**src/rtl/pc_seq_pkg.sv**
```systemverilog
package pc_seq_pkg;
  typedef enum logic [2:0] {
    SRC_INC  = 3'd0,
    SRC_SKIP = 3'd1,
    SRC_PCL  = 3'd2,
    SRC_JMP  = 3'd3,
    SRC_CALL = 3'd4,
    SRC_RET  = 3'd5,
    SRC_IRQ1 = 3'd6,
    SRC_IRQ0 = 3'd7
  } pc_src_e;
endpackage

```
**src/rtl/pc_src_arb.sv**
```systemverilog
module pc_src_arb
  import pc_seq_pkg::*;
(
  input  logic    irq_t0_i,
  input  logic    irq_t0_en_i,
  input  logic    irq_t1_i,
  input  logic    irq_t1_en_i,
  input  logic    ret_i,
  input  logic    call_i,
  input  logic    jump_i,
  input  logic    pcl_we_i,
  input  logic    skip_i,
  input  logic    stk_full_i,
  input  logic    stk_empty_i,
  output pc_src_e src_o
);
  logic t0_take, t1_take, ret_take;

  // interrupts need a free stack slot; return needs an entry
  assign t0_take  = irq_t0_i & irq_t0_en_i & ~stk_full_i;
  assign t1_take  = irq_t1_i & irq_t1_en_i & ~stk_full_i;
  assign ret_take = ret_i & ~stk_empty_i;

  always_comb begin
    if (t0_take)       src_o = SRC_IRQ0;
    else if (t1_take)  src_o = SRC_IRQ1;
    else if (ret_take) src_o = SRC_RET;
    else if (call_i)   src_o = SRC_CALL;
    else if (jump_i)   src_o = SRC_JMP;
    else if (pcl_we_i) src_o = SRC_PCL;
    else if (skip_i)   src_o = SRC_SKIP;
    else               src_o = SRC_INC;
  end
endmodule

```
**src/rtl/pc_next_calc.sv**
```systemverilog
module pc_next_calc
  import pc_seq_pkg::*;
#(
  parameter int unsigned        PC_W   = 13,
  parameter int unsigned        PCL_W  = 8,
  parameter logic [PC_W-1:0]    VEC_T0 = 'h008,
  parameter logic [PC_W-1:0]    VEC_T1 = 'h00C
) (
  input  pc_src_e           src_i,
  input  logic [PC_W-1:0]   pc_i,
  input  logic [PC_W-1:0]   stk_top_i,
  input  logic [PC_W-1:0]   target_i,
  input  logic [PCL_W-1:0]  pcl_wdata_i,
  input  logic              stk_full_i,
  output logic [PC_W-1:0]   pc_next_o,
  output logic [PC_W-1:0]   ret_addr_o,
  output logic              push_o,
  output logic              pop_o
);
  localparam int unsigned HI_W = PC_W - PCL_W;

  logic [PC_W-1:0] pc_inc1, pc_inc2;

  assign pc_inc1    = pc_i + PC_W'(1);
  assign pc_inc2    = pc_i + PC_W'(2);
  assign ret_addr_o = pc_inc1;

  always_comb begin
    pc_next_o = pc_inc1;
    push_o    = 1'b0;
    pop_o     = 1'b0;
    unique case (src_i)
      SRC_IRQ0: begin pc_next_o = VEC_T0; push_o = 1'b1; end
      SRC_IRQ1: begin pc_next_o = VEC_T1; push_o = 1'b1; end
      SRC_RET:  begin pc_next_o = stk_top_i; pop_o = 1'b1; end
      SRC_CALL: begin pc_next_o = target_i; push_o = ~stk_full_i; end
      SRC_JMP:  pc_next_o = target_i;
      SRC_PCL:  pc_next_o = {pc_i[PC_W-1 -: HI_W], pcl_wdata_i};
      SRC_SKIP: pc_next_o = pc_inc2;
      default:  pc_next_o = pc_inc1;
    endcase
  end
endmodule

```
**src/rtl/pc_ret_stack.sv**
```systemverilog
module pc_ret_stack #(
  parameter int unsigned W     = 13,
  parameter int unsigned DEPTH = 8
) (
  input  logic         clk_i,
  input  logic         rst_ni,
  input  logic         push_i,
  input  logic         pop_i,
  input  logic [W-1:0] data_i,
  output logic [W-1:0] top_o,
  output logic         full_o,
  output logic         empty_o
);
  localparam int unsigned CW = $clog2(DEPTH + 1);
  localparam int unsigned IW = (DEPTH > 1) ? $clog2(DEPTH) : 1;

  logic [W-1:0]  mem [DEPTH];
  logic [CW-1:0] cnt_q;
  logic [IW-1:0] wr_idx, top_idx;

  assign full_o  = (cnt_q == CW'(DEPTH));
  assign empty_o = (cnt_q == '0);
  assign wr_idx  = IW'(cnt_q);
  assign top_idx = IW'(cnt_q - CW'(1));
  assign top_o   = mem[top_idx];

  always_ff @(posedge clk_i or negedge rst_ni) begin
    if (!rst_ni)                     cnt_q <= '0;
    else if (push_i && !full_o)      cnt_q <= cnt_q + CW'(1);
    else if (pop_i && !empty_o)      cnt_q <= cnt_q - CW'(1);
  end

  for (genvar g = 0; g < DEPTH; g++) begin : g_slot
    always_ff @(posedge clk_i) begin
      if (push_i && !full_o && wr_idx == IW'(g)) mem[g] <= data_i;
    end
  end
endmodule

```
**src/rtl/pc_sequencer.sv**
```systemverilog
module pc_sequencer
  import pc_seq_pkg::*;
#(
  parameter int unsigned     PC_W      = 13,
  parameter int unsigned     BANK_W    = 2,
  parameter int unsigned     PCL_W     = 8,
  parameter int unsigned     STK_DEPTH = 8,
  parameter logic [PC_W-1:0] VEC_T0    = 'h008,
  parameter logic [PC_W-1:0] VEC_T1    = 'h00C,
  localparam int unsigned    ADDR_W    = PC_W + BANK_W
) (
  input  logic              clk_i,
  input  logic              rst_ni,
  input  logic              irq_t0_i,
  input  logic              irq_t0_en_i,
  input  logic              irq_t1_i,
  input  logic              irq_t1_en_i,
  input  logic              ret_i,
  input  logic              call_i,
  input  logic              jump_i,
  input  logic [PC_W-1:0]   target_i,
  input  logic              pcl_we_i,
  input  logic [PCL_W-1:0]  pcl_wdata_i,
  input  logic              skip_i,
  input  logic              bank_we_i,
  input  logic [BANK_W-1:0] bank_wdata_i,
  output logic [PC_W-1:0]   pc_o,
  output logic [BANK_W-1:0] bank_o,
  output logic [ADDR_W-1:0] rom_addr_o,
  output logic              stack_full_o
);
  pc_src_e         src;
  logic [PC_W-1:0] pc_q, pc_next, stk_top, ret_addr;
  logic [BANK_W-1:0] bank_q;
  logic            push, pop, stk_full, stk_empty;

  pc_src_arb u_arb (
    .irq_t0_i    (irq_t0_i),
    .irq_t0_en_i (irq_t0_en_i),
    .irq_t1_i    (irq_t1_i),
    .irq_t1_en_i (irq_t1_en_i),
    .ret_i       (ret_i),
    .call_i      (call_i),
    .jump_i      (jump_i),
    .pcl_we_i    (pcl_we_i),
    .skip_i      (skip_i),
    .stk_full_i  (stk_full),
    .stk_empty_i (stk_empty),
    .src_o       (src)
  );

  pc_next_calc #(
    .PC_W   (PC_W),
    .PCL_W  (PCL_W),
    .VEC_T0 (VEC_T0),
    .VEC_T1 (VEC_T1)
  ) u_calc (
    .src_i       (src),
    .pc_i        (pc_q),
    .stk_top_i   (stk_top),
    .target_i    (target_i),
    .pcl_wdata_i (pcl_wdata_i),
    .stk_full_i  (stk_full),
    .pc_next_o   (pc_next),
    .ret_addr_o  (ret_addr),
    .push_o      (push),
    .pop_o       (pop)
  );

  pc_ret_stack #(
    .W     (PC_W),
    .DEPTH (STK_DEPTH)
  ) u_stack (
    .clk_i   (clk_i),
    .rst_ni  (rst_ni),
    .push_i  (push),
    .pop_i   (pop),
    .data_i  (ret_addr),
    .top_o   (stk_top),
    .full_o  (stk_full),
    .empty_o (stk_empty)
  );

  always_ff @(posedge clk_i or negedge rst_ni) begin
    if (!rst_ni) pc_q <= '0;
    else         pc_q <= pc_next;
  end

  always_ff @(posedge clk_i or negedge rst_ni) begin
    if (!rst_ni)        bank_q <= '0;
    else if (bank_we_i) bank_q <= bank_wdata_i;
  end

  assign pc_o         = pc_q;
  assign bank_o       = bank_q;
  assign rom_addr_o   = {bank_q, pc_q};
  assign stack_full_o = stk_full;
endmodule

```
**config.mk**
```make
export PLATFORM = sky130hd
export DESIGN_NAME = pc_sequencer
export DESIGN_NICKNAME = d
export VERILOG_FILES = /design/src/rtl/pc_seq_pkg.sv /design/src/rtl/pc_src_arb.sv /design/src/rtl/pc_next_calc.sv /design/src/rtl/pc_ret_stack.sv /design/src/rtl/pc_sequencer.sv
export SDC_FILE = /design/constraint.sdc
export NUM_CORES = 1
export LEC_CHECK = 0
export BUFFER_PORTS_ARGS = -buffer_cell sky130_fd_sc_hd__buf_2
export CORE_MARGIN = 3
export CORE_UTILIZATION = 50
export DETAILED_ROUTE_END_ITERATION = 16
export PLACE_DENSITY = 0.68
export SETUP_SLACK_MARGIN = 0.15
export SYNTH_ARGS = -nofsm -noshare
export SYNTH_HDL_FRONTEND = slang
export SYNTH_SLANG_ARGS = --single-unit
```
**constraint.sdc**
```tcl
create_clock -name clk_i -period 4 [get_ports clk_i]
set_clock_uncertainty 0.2 [all_clocks]
set_input_delay 0.4 -clock clk_i [delete_from_list [all_inputs] [get_ports clk_i]]
set_output_delay 0.4 -clock clk_i [all_outputs]
set_load 0.02 [all_outputs]
```
==> key figures, run 1 <==
Final layout
  – Commonest non-fill, non-tap cells in the layout: edfxtp_1, buf_2, mux4_2
  – Fin nets: 484
  – Filler instances: 860
  – Layout area overhead: 15.2%
  – Layout cell share with drive strength beyond 1: 32.9%
  – Antenna cells: 0
  – Most common cell after layout, fill and taps aside: edfxtp_1

Routing
  – Routed Antenna Nets: 0
  – Drt pass-1 iters: 7
  – Average vias per placed instance: roughly 5.8
  – Iter 0 DRT Violations: approximately 340
  – DR DRC count: 0
  – WL/cell: 21.5 um
  – DRT Wirelength: 12700 um
  – Via count: 3426

Worst setup path
  – RR Endpoint: pc_o[9]
  – Kind of critical path: reg2reg
  – Critical path peak fanout: 11
  – Critical path required time: 4.08 ns
  – CP startpoint kind: register
  – R2R Setup Slk: 0.93 ns
  – Worst setup path start: u_stack.cnt_q[1]
  – CP endpoint kind: register
  – FF-to-FF Start: u_stack.cnt_q[1]
  – CP arrival: 3.14 ns
  – Reg2Reg Depth: 8

Global route
  – GRT Overall Usage: 20.9%
  – Largest net degree at the start of global routing: 32
  – Vias in the first global route: 3438
  – First-pass GRT wire length: 19500 um
  – Overflow after GRT: 0
  – Initial antenna violation count: 0

STA
  – Worst setup margin: about 0.93 ns
  – Pins Over Slew Limit: 0
  – Final setup fails: 0
  – RSZ-0062 raised after global routing: no
  – Sum of negative setup slack: 0 ns
  – Period utilisation layout: between 70% and 80%
  – Achievable frequency: 326 MHz
  – Final min period: 3.07 ns
  – Hold Fails Final Rpt: 0
  – Slew HR: 38.6%
  – Tightest Pin Transition: 0.921 ns

Floorplan
  – Die width: between 100 and 150 um
  – Core Rows: 38
  – Starting Density: between 50% and 60%
  – Num ports: 66
  – Core Region: 11100 um2
  – Chip Height: 114 um
  – Area of the die: 12900 um2

Yosys
  – Mapped Cells: 385
  – Synth Register Bits: 123
  – Syn_nets: 429
  – Number of synthesized flops with an enable pin: 104
  – Top FF cell, synth: edfxtp_1
  – Mapped cell area: 5790 um2
  – Count of different cell masters after synthesis: 48
  – YS warnings: 0
  – Synth Area per Inst: 15.0 um2
  – Sequential-to-total area share from yosys stat: about 62%
  – Ys async rst share: 15.4%

Placed design
  – Pre-CTS WS: 0.974 ns
  – Routability Congestion: 0.908
  – PortBufs: 65
  – Hpwl dp: 8400 um

Clocking
  – CTS buffer count: 17
  – CTS max path bufs: 2
  – Clk sinks: about 120
  – Reg clk slew, reported paths: 0.06 ns
  – Root buf cell: clkbuf_16
  – CTS tree: done
  – Worst skew pair latency: around 0.4 ns
  – H-Tree Depth: 4

Hold path
  – Hold wc startpoint: bank_wdata_i[1]
  – Hold path cells: 2
  – Hold endpoint: bank_o[1]
  – Hold Crit Class: in2reg

Outcome
  – Status: completed

Power and ir drop
  – PD cells: 837 nW/um2
  – Lkg Pwr: ~2.5 nW
  – Max rail drop VDD: 548 uV

Job
  – Maxcap violations: 0
==> stage by stage <==
stage	hold WS [ns]	total power, W	util (%)	cell area, um2	std cells
2_1_floorplan	-0.0956	0.00367	-	5790	385
3_5_place_dp	0.205	0.00419	55.1	6100	560
4_1_cts	0.00816	0.00563	60.2	6670	593
6_report	0.0242	0.00559	60.2	6670	593
5_1_grt	0.0176	0.00588	60.2	6670	593
3_3_place_gp	0.195	0.00415	55.1	6100	560
==> layout make-up <==
cell class	instances	area [um2]	share of cell area, %
multi-input combinational	219	1930	29.0
sequential	123	3600	54.0
timing repair buffer	71	373	5.59
tap	140	175	2.63
clock buffer	19	433	6.49
inverter	8	30.0	0.450
clock inverter	13	128	1.91
==> how the worst max path moves through the flow <==
stage               slack (ns)      end
global placement          1.11  pc_o[9]
global route              0.71  pc_o[9]
detailed placement        0.97  pc_o[9]
finish                    0.93  pc_o[9]
CTS                       0.96  pc_o[9]
floorplan                 1.17  pc_o[7]
==> what timing repair did <==
item                                   in CTS  in global routing
hold buffers                                1                  0
gates resized for setup                     0                  0
buffers inserted                            0                  0
endpoints found under the hold margin      19                  0
==> metal layers <==
layer  part of all wire (%)  global-route usage [%]  vias up
li1                       -                       -     1585
met1                     44                    29.6     1694
met2                     48                    32.4      137
met3                    7.4                    6.15       10
met4                   0.64                    4.97        0
met5                      0                       0        -
==> sequential cells by signal, summed over array words and instances, names as in the netlist <==
name           cells
bank_o             2
pc_o              13
u_stack.cnt_q      4
u_stack.mem      104
==> cells in the mapped netlist, types with 2 or more instances <==
cell type  number  area share (%)
a21oi_1        13             1.1
a221oi_1        2            0.30
a222oi_1        3            0.52
a311oi_1        2            0.30
a31oi_1         8            0.86
and2_1          2            0.22
and3_1          8            0.86
buf_1           2            0.13
buf_2           6            0.52
buf_4          17             2.2
buf_6           3            0.58
clkbuf_1        5            0.32
clkbuf_2        2            0.17
dfrtp_1        19             8.2
edfxtp_1      104              54
ha_1            9             1.9
inv_1           7            0.45
mux2_2         10             1.9
mux2i_1         6             1.0
mux4_2         26              10
nand2_1        20             1.3
nand3_1        11            0.95
nand4_1         4            0.43
nor2_1         20             1.3
nor2_2          2            0.22
nor3_1          6            0.52
o21ai_0        18             1.6
o21ai_1         2            0.17
o22ai_1         4            0.43
o32ai_2         2            0.56
xnor2_1        10             1.5
xor2_1         16             2.4
==> worst max-delay path: stages (launching register included) <==
cell     delay, ns
dfrtp_1       0.43
inv_1         0.14
ha_1          0.26
nor3b_4       0.29
o21ba_2       0.31
and3_1        0.43
nand3_1       0.47
o21ai_0       0.30
o21ai_0       0.10
==> power by group <==
| part | internal (W) | total [W] | switching [W] |
|---|---|---|---|
| Clock | 0.000907 | 0.00144 | 0.000533 |
| Combinational | 0.000859 | 0.00202 | 0.00116 |
| Sequential | 0.00189 | 0.00213 | 0.000238 |
| Total | 0.00365 | 0.00559 | 0.00193 |
==> kinds of logic after synthesis <==
group           synth area share (%)
mux                             13.1
fa+ha+maj                       1.95
simple gates                    7.31
flops                           62.2
compound gates                  7.09
xor+xnor                        3.93
buf+inv                         4.45
No activity file was read; power rests on OpenSTA's default activity.
==> run 2, diff against run 1 <==
--- a/config.mk
+++ b/config.mk
@@ -9,7 +9,7 @@
 export CORE_MARGIN = 3
 export CORE_UTILIZATION = 50
 export DETAILED_ROUTE_END_ITERATION = 16
-export PLACE_DENSITY = 0.68
+export PLACE_DENSITY = 0.71
 export SETUP_SLACK_MARGIN = 0.15
 export SYNTH_ARGS = -nofsm -noshare
 export SYNTH_HDL_FRONTEND = slang
==> constraint.sdc (replaced) <==
create_clock -name clk_i -period 2.8 [get_ports clk_i]
set_clock_uncertainty 0.2 [all_clocks]
set_input_delay 0.28 -clock clk_i [delete_from_list [all_inputs] [get_ports clk_i]]
set_output_delay 0.28 -clock clk_i [all_outputs]
set_load 0.02 [all_outputs]
==> key figures, run 2 (synthesis gave the netlist of run 1 again) <==
STA
  – Achievable frequency: 392 MHz
  – Period utilisation layout: approximately nine tenths
  – Hold Fails Final Rpt: 0
  – Minimum hold slack: 0.0253 ns
  – Tightest Pin Transition: 0.742 ns
  – RSZ-0062 raised after global routing: yes
  – Final setup fails: 0
  – Sum of negative setup slack: 0 ns
  – Slew HR: 50.1%
  – Final min period: 2.55 ns
  – Worst setup margin: 0.247 ns
  – Pins Over Slew Limit: 0

Final layout
  – Most common cell after layout, fill and taps aside: edfxtp_1
  – Multi-input logic area: about 2000 um2
  – Final Util: 63.2%
  – Fin nets: just over 500
  – Commonest non-fill, non-tap cells in the layout: edfxtp_1, buf_2, mux4_2
  – Filler instances: 825
  – Most flops, register: u_stack.mem
  – Reg area: 3600 um2
  – Antenna cells: 0
  – Number of flip-flops in the largest register: 104
  – Layout cell share with drive strength beyond 1: between 30 and 40%
  – Layout area overhead: 20.9%

Placed design
  – Routability Congestion: 0.860
  – Hpwl dp: 8630 um
  – PortBufs: 65
  – Pre-CTS WS: 0.252 ns

Floorplan
  – Chip Height: 114 um
  – Area of the die: 12900 um2
  – Die width: 114 um
  – Core Region: 11100 um2
  – Starting Density: 52.2%
  – Core Rows: 38
  – Num ports: 66

Power and ir drop
  – Sw Share: 35.3%
  – P_int: approximately 0.0053 W
  – Psw: 0.00287 W
  – PD cells: ~1200 nW/um2
  – Max rail drop VDD: 1100 uV
  – Clock Power Share: 24.8%
  – Comb power frac: 38.0%
  – Lkg Pwr: 2.63 nW
  – Sequential share of power: a little under two fifths

Clocking
  – Reg clk slew, reported paths: 0.06 ns
  – Worst skew pair latency: 0.41 ns
  – Clk sinks: 123
  – CTS buffer count: 17
  – CTS max path bufs: 2
  – Setup Fix Bufs, Post-CTS: 0
  – H-Tree Depth: 4
  – Root buf cell: clkbuf_16
  – CTS tree: done

Worst setup path
  – Kind of critical path: reg2reg
  – Critical path peak fanout: 11
  – CP max stage cell: dfrtp_2
  – Buf/Inv on CP: 2
  – CP cell instances: inv_1 -> ha_1 -> nor3b_4 -> o21ba_2 -> and3_1 -> nand3_1 -> buf_4 -> nor2_1 -> o21ai_1
  – Critical path required time: 2.89 ns
  – CP arrival: 2.64 ns
  – CP startpoint kind: register
  – Largest stage delay, worst path: 0.39 ns
  – CP endpoint kind: register
  – Cell family with most CP delay: simple AND/OR/NAND/NOR gates

Routing
  – Routed Antenna Nets: 0
  – Average vias per placed instance: 5.91
  – DR DRC count: 0
  – Via count: 3693
  – WL/cell: between 20 and 25 um
  – Iter 0 DRT Violations: 310
  – Drt pass-1 iters: 5
  – DRT Wirelength: 13700 um

Global route
  – First-pass GRT wire length: roughly 21000 um
  – Vias in the first global route: 3901
  – Overflow after GRT: 0
  – Initial antenna violation count: 0
  – Largest net degree at the start of global routing: 32
  – GRT Overall Usage: 22.6%

Job
  – Maxcap violations: 0

Hold path
  – Hold Crit Class: in2reg

Outcome
  – Status: completed
run 2: cell types whose count changed in the layout (fill, tap and decap cells not counted), sizes merged:
cell         before  now
clkinv            8    9
clkinvlp          3    4
clkbuf           19   17
bufinv            2    1
inv               8    9
dlygate4sd3       1   22
buf              70   81
run 2: worst paths after layout:
kind / end / startpoint / slack, ns / cells after the start
setup / recovery: pc_o[4] / u_stack.cnt_q[0] / 0.25 / 9
hold / removal: pc_o[1] / pcl_wdata_i[1] / 0.03 / 3
setup reg to reg: pc_o[4] / u_stack.cnt_q[0] / 0.25 / 9
hold reg to reg: u_stack.cnt_q[3] / u_stack.cnt_q[3] / 0.41 / 1
max in group asynchronous: u_stack.cnt_q[0] / rst_ni / 1.81 / 2
min in group asynchronous: pc_o[2] / rst_ni / 0.21 / 2
run 2: power groups by stage:
stage	Combinational [W]	Clock (W)	Sequential [W]
global route	0.00334	0.00214	0.00306
detailed placement	0.00306	0	0.00304
floorplan	0.00224	0	0.00301
global placement	0.00298	0	0.00302
finish	0.00309	0.00202	0.00301
CTS	0.00309	0.00204	0.00301
run 2: per-stage QoR:
stage | total power, W | cell area [um2] | cells
global placement | 0.00599 | 6200 | 571
CTS | 0.00814 | 6980 | 625
finish | 0.00812 | 7000 | 625
global route | 0.00853 | 7000 | 625
detailed placement | 0.00610 | 6200 | 571
floorplan | 0.00525 | 5800 | 385
run 2: final cells by class:
class	instances	area share (%)
Sequential cell	123	51.4
Multi-Input combinational cell	219	28.0
Timing Repair Buffer	103	9.69
Clock buffer	17	6.08
Tap cell	140	2.50
Clock inverter	15	1.82
Inverter	8	0.429
run 2: metal layers:
| layer | routed length (um) | vias up | GRT usage, % |
|---|---|---|---|
| li1 | - | 1651 | - |
| met1 | 5670 | 1817 | 30.8 |
| met2 | 6480 | 197 | 34.3 |
| met3 | 1250 | 28 | 6.58 |
| met4 | 270 | 0 | 9.05 |
| met5 | 0 | - | 0 |
run 2: worst min-delay path, delay by kind of cell:
kind | cells | cell delay, ns
buffers and inverters | 1 | 0.09
AO/OA/AOI/OAI | 2 | 0.22
run 2: timing repair:
action,4_1_cts,5_1_grt
endpoints found under the hold margin,33,0
endpoints found under the setup margin,0,110
resized for setup,0,6
hold buffers,22,0
